`src/rtl/bag_pkg.sv`:
```
package bag_pkg;
    typedef enum logic {
        ORD_INTLV  = 1'b0,
        ORD_LINEAR = 1'b1
    } burst_order_e;

    localparam int unsigned STEP_W = 2;
endpackage

```
`src/rtl/bag_step_ctr.sv`:
```
module bag_step_ctr
    import bag_pkg::*;
#(
    parameter int unsigned SW = STEP_W
) (
    input  logic          clk,
    input  logic          rst_n,
    input  logic          load_i,
    input  logic          adv_i,
    output logic [SW-1:0] step_o,
    output logic          active_o
);
    localparam logic [SW-1:0] LAST = {SW{1'b1}};

    typedef struct packed {
        logic [SW-1:0] step;
        logic          active;
    } ctr_t;

    ctr_t st_d, st_q;

    always_comb begin
        st_d = st_q;
        if (load_i) begin
            st_d.step   = '0;
            st_d.active = 1'b1;
        end else if (st_q.active && adv_i) begin
            if (st_q.step == LAST) begin
                st_d.active = 1'b0;
            end else begin
                st_d.step = st_q.step + 1'b1;
            end
        end
    end

    always_ff @(posedge clk) begin
        if (!rst_n) begin
            st_q <= '0;
        end else begin
            st_q <= st_d;
        end
    end

    assign step_o   = st_q.step;
    assign active_o = st_q.active;
endmodule

```
`src/rtl/bag_base_reg.sv`:
```
module bag_base_reg
    import bag_pkg::*;
#(
    parameter int unsigned AW = 20
) (
    input  logic         clk,
    input  logic         rst_n,
    input  logic         load_i,
    input  logic [AW-1:0] addr_i,
    input  burst_order_e order_i,
    output logic [AW-1:0] base_o,
    output burst_order_e order_o
);
    typedef struct packed {
        logic [AW-1:0] base;
        burst_order_e  order;
    } base_t;

    base_t st_d, st_q;

    always_comb begin
        st_d = st_q;
        if (load_i) begin
            st_d.base  = addr_i;
            st_d.order = order_i;
        end
    end

    always_ff @(posedge clk) begin
        if (!rst_n) begin
            st_q <= '{base: '0, order: ORD_INTLV};
        end else begin
            st_q <= st_d;
        end
    end

    assign base_o  = st_q.base;
    assign order_o = st_q.order;
endmodule

```
`src/rtl/bag_order_map.sv`:
```
module bag_order_map
    import bag_pkg::*;
#(
    parameter int unsigned SW = STEP_W
) (
    input  logic [SW-1:0] base_lo_i,
    input  logic [SW-1:0] step_i,
    input  burst_order_e  order_i,
    output logic [SW-1:0] lo_o
);
    logic [SW-1:0] lin_lo;
    logic [SW-1:0] xor_lo;

    always_comb begin
        lin_lo = base_lo_i + step_i;
        xor_lo = base_lo_i ^ step_i;
        case (order_i)
            ORD_LINEAR: lo_o = lin_lo;
            default:    lo_o = xor_lo;
        endcase
    end
endmodule

```
`src/rtl/burst_addr_gen.sv`:
```
module burst_addr_gen
    import bag_pkg::*;
#(
    parameter int unsigned ADDR_W = 20
) (
    input  logic              clk,
    input  logic              rst_n,
    input  logic              strobe_cpu_i,
    input  logic              strobe_ctl_i,
    input  logic              adv_i,
    input  logic              order_lin_i,
    input  logic [ADDR_W-1:0] addr_i,
    output logic [ADDR_W-1:0] addr_o,
    output logic              burst_active_o
);
    localparam int unsigned HI_W = ADDR_W - STEP_W;

    logic              load;
    logic [STEP_W-1:0] step;
    logic [ADDR_W-1:0] base;
    burst_order_e      order_q;
    burst_order_e      order_in;
    logic [STEP_W-1:0] lo;

    assign load     = strobe_cpu_i | strobe_ctl_i;
    assign order_in = order_lin_i ? ORD_LINEAR : ORD_INTLV;

    bag_base_reg #(.AW(ADDR_W)) base_i (
        .clk     (clk),
        .rst_n   (rst_n),
        .load_i  (load),
        .addr_i  (addr_i),
        .order_i (order_in),
        .base_o  (base),
        .order_o (order_q)
    );

    bag_step_ctr #(.SW(STEP_W)) ctr_i (
        .clk      (clk),
        .rst_n    (rst_n),
        .load_i   (load),
        .adv_i    (adv_i),
        .step_o   (step),
        .active_o (burst_active_o)
    );

    bag_order_map #(.SW(STEP_W)) map_i (
        .base_lo_i (base[STEP_W-1:0]),
        .step_i    (step),
        .order_i   (order_q),
        .lo_o      (lo)
    );

    assign addr_o = {base[ADDR_W-1 -: HI_W], lo};
endmodule

```
`config.mk`:
```
export PLATFORM = sky130hd
export DESIGN_NAME = burst_addr_gen
export DESIGN_NICKNAME = d
export VERILOG_FILES = /design/src/rtl/bag_pkg.sv /design/src/rtl/bag_step_ctr.sv /design/src/rtl/bag_base_reg.sv /design/src/rtl/bag_order_map.sv /design/src/rtl/burst_addr_gen.sv
export SDC_FILE = /design/constraint.sdc
export NUM_CORES = 1
export LEC_CHECK = 0
export BUFFER_PORTS_ARGS = -buffer_cell sky130_fd_sc_hd__buf_4
export CAP_MARGIN = 10
export CORE_UTILIZATION = 48
export DETAILED_ROUTE_END_ITERATION = 16
export GPL_ROUTABILITY_DRIVEN = 0
export GPL_TIMING_DRIVEN = 0
export PLACE_DENSITY = 0.84
export SYNTH_ARGS = -nofsm -noshare
export SYNTH_HDL_FRONTEND = slang
export SYNTH_SLANG_ARGS = --single-unit
export TNS_END_PERCENT = 50
```
`constraint.sdc`:
```
create_clock -name clk -period 1.5 [get_ports clk]
set_input_delay 0.225 -clock clk [delete_from_list [all_inputs] [get_ports clk]]
set_output_delay 0.225 -clock clk [all_outputs]
set_load 0.01 [all_outputs]
```
==> flow_summary.ini <==
[floorplan]
die_h_um = 53.6
dieArea_um2 = 2870
start_util_pct = 51.2
coreArea_um2 = 2500
pin_count = 47
die_width_um = 53.6
num_rows = 18

[worst_setup_path]
critPathArrivalTime_ns = 1.17
crit_path_cell_trace = ha_1, nand2_1, xnor2_1, buf_4
crit_type = flop to output port
crit_path_max_incr_delay_ns = 0.36
cp-start-kind = flop
cp.required_ns = 1.27
slowest_stage = dfxtp_2
reg2reg_setup_slack_ns = 0.12
cp-end-kind = output port
crit_fanout = 4

[power]
power_leakage_nw = 0.748
seqPwrFrac_pct = 55.5
intPower_mw = 0.942
comb_power_share_pct = 22.7
p_clk_share_pct = 21.8
ir_drop_v = 0.000627
switching_share_pct = 24.6
p_per_area_nw_per_um2 = 744
power.switching_mw = 0.307
fin_total_pwr_mw = 1.25

[synth]
ys_ff_latch = 24
synthAdderAreaFrac_pct = 1.96
yosys.area_share.simple_pct = 19.0
synth.cell_area_um2 = 1280
synth_nets = 159
ys_types = 20
synth_compound_area_share_pct = 21.8
synthXorXnorAreaFrac_pct = 1.37
synth_warnings = 0
ys_seq_area_share_pct = 37.6
syn_area_per_cell_um2 = 9.76
synth_top_family_by_area = compound AO/OA/AOI/OAI gates
syn_inst = 131
synth_mux_area_share_pct = 1.76

[run]
drv_cap = 0

[timing]
rsz0062_at_grt = no
fmax_mhz = 718
fin_setup_tns_ns = 0
slew_viol_final = 0
fin_crit_ns = 1.39
tightest_slew_ns = 0.380
final_hold_viol_count = 0
relSlewSlack_pct = 74.7
finalSetupViolations = 0
clock_skew_ns = 0.00152
fin_crit_sh_pct = 92.8

[clock_tree]
numCtsBuffers = 3
path_clk_slew_ns = 0.12
cts_sinks = 24
clk_path_buf_depth = 2
ctsHoldBuffers = 0
htreeDepth = 1
cts_root_buf = clkbuf_4
insertion_delay_ns = 0.30
cts_tree = built

[placed_design]
port_buffers = 44
dp_hpwl_um = 2010

[detailed_routing]
final_antenna_net_count = 0
routed_wl_um = 2610
vias_per_cell = 5.10
wl_per_cell_um = 12.5
drtIter0Drc = 19
drtPass1Iterations = 4
num_vias = 1066
drc = 0

[global_routing]
grt_pass1_vias = 1023
grtUsageTotal_pct = 21.4
antenna_found_initial = 0
grt_overflow = 0
grt_start_max_net_pins = 13
grt_pass1_wl_um = 4440

[cells_and_area]
drive_gt1_share_pct = 43.0
area_growth_pct = 31.2
final_nets = 209
diodes = 0

[min_path]
hp-class = input port to flop

[run_status]
status = finished, final reports clean
==> path summary, 6_finish.rpt <==
check | from | endpoint | cells after the start
worst min-delay path | addr_i[8] | base_i.base_o[8] | 3
worst max-delay path | ctr_i.step_o[0] | addr_o[1] | 4
worst min register to register | base_i.base_o[8] | base_i.base_o[8] | 2
worst max register to register | ctr_i.step_o[0] | ctr_i.step_o[1] | 4
==> flip-flops by register name, summed over array words and instances, names as in the netlist <==
name,cells
base_i.base_o,20
ctr_i.step_o,2
base_i.order_o,1
ctr_i.active_o,1
==> Yosys cell counts (all sizes together) <==
library cell / n / area share, %
buf: 24 / 15
o31a: 1 / 0.69
clkbuf: 6 / 1.8
and3b: 1 / 0.69
and4bb: 3 / 2.9
ha: 2 / 2.0
mux2: 2 / 1.8
xor2: 1 / 0.69
nor4b: 1 / 0.69
o21ai: 21 / 8.2
a21boi: 22 / 13
or3b: 21 / 14
nand2: 1 / 0.29
xnor2: 1 / 0.69
dfxtp: 24 / 38
==> metrics by stage <==
step | instances | setup slack, ns | hold WS (ns) | cell area [um^2] | util [%]
2_1_floorplan | 131 | 0.328 | 0.379 | 1280 | -
3_3_place_gp | 205 | 0.283 | 0.502 | 1650 | 65.9
3_5_place_dp | 205 | 0.261 | 0.511 | 1650 | 65.9
4_1_cts | 208 | 0.0561 | 0.175 | 1670 | 66.8
5_1_grt | 209 | 0.00293 | 0.175 | 1680 | 67.1
6_report | 209 | 0.108 | 0.176 | 1680 | 67.1
==> worst max-delay path, delay by kind of cell (launching register included) <==
family,cells,cell delay (ns)
flip-flops,1,0.36
buffers and inverters,1,0.14
AND/OR/NAND/NOR,1,0.07
adder cells (fa/ha/maj),1,0.17
XOR/XNOR,1,0.12
==> layer usage <==
metal | GRT usage [%] | part of all wire, % | wire length (um) | vias to the layer above
met5 | 0 | 0 | 0 | -
met4 | 9.21 | 1.4 | 37 | 0
met3 | 2.82 | 3.8 | 100 | 4
met2 | 37.3 | 51 | 1340 | 30
met1 | 26.2 | 43 | 1130 | 485
li1 | - | - | - | 547
==> cell families (layout without fill, tap and decap cells) <==
| kind of cell | count (synthesis) | count (layout) |
|---|---|---|
| AOI/OAI and AO/OA | 44 | 44 |
| xor gates and xnor gates | 2 | 2 |
| adders and majority gates | 2 | 2 |
| buffers and inverters | 30 | 78 |
| DFF | 24 | 24 |
| muxes | 2 | 2 |
| and+or+nand+nor | 27 | 27 |
==> power by group through the flow <==
stage | combinational, mW | clock [mW] | sequential [mW]
6_report | 0.283 | 0.272 | 0.693
5_1_grt | 0.313 | 0.304 | 0.698
4_1_cts | 0.286 | 0.280 | 0.693
3_5_place_dp | 0.284 | 0 | 0.707
3_3_place_gp | 0.279 | 0 | 0.704
2_1_floorplan | 0.162 | 0 | 0.702
==> what timing repair did <==
item / 4_1_cts / 5_1_grt
setup endpoints to repair: 0 / 1
gates resized for setup: 0 / 1
setup buffers: 0 / 1
==> layout make-up <==
| class | count | area, um^2 |
|---|---|---|
| fillers | 209 | 822 |
| clock buffers | 3 | 22.5 |
| repair buffers | 45 | 338 |
| well taps | 30 | 37.5 |
| flip-flops and latches | 24 | 482 |
| plain buffers | 30 | 211 |
| multi-input cells | 77 | 587 |
==> layout by cell type (no fill, tap or decap), types with 2 or more instances in the layout <==
| cell type | synthesis | layout |
|---|---|---|
| buf_6 | 4 | 4 |
| mux2_2 | 2 | 2 |
| o21ai_0 | 20 | 20 |
| a21boi_0 | 3 | 3 |
| dfxtp_1 | 24 | 23 |
| and4bb_2 | 3 | 3 |
| a21boi_1 | 19 | 19 |
| clkbuf_4 | 0 | 3 |
| clkbuf_1 | 6 | 6 |
| buf_4 | 18 | 63 |
| or3b_1 | 21 | 21 |
| ha_1 | 2 | 2 |
Power figures use the tool's default switching activity.
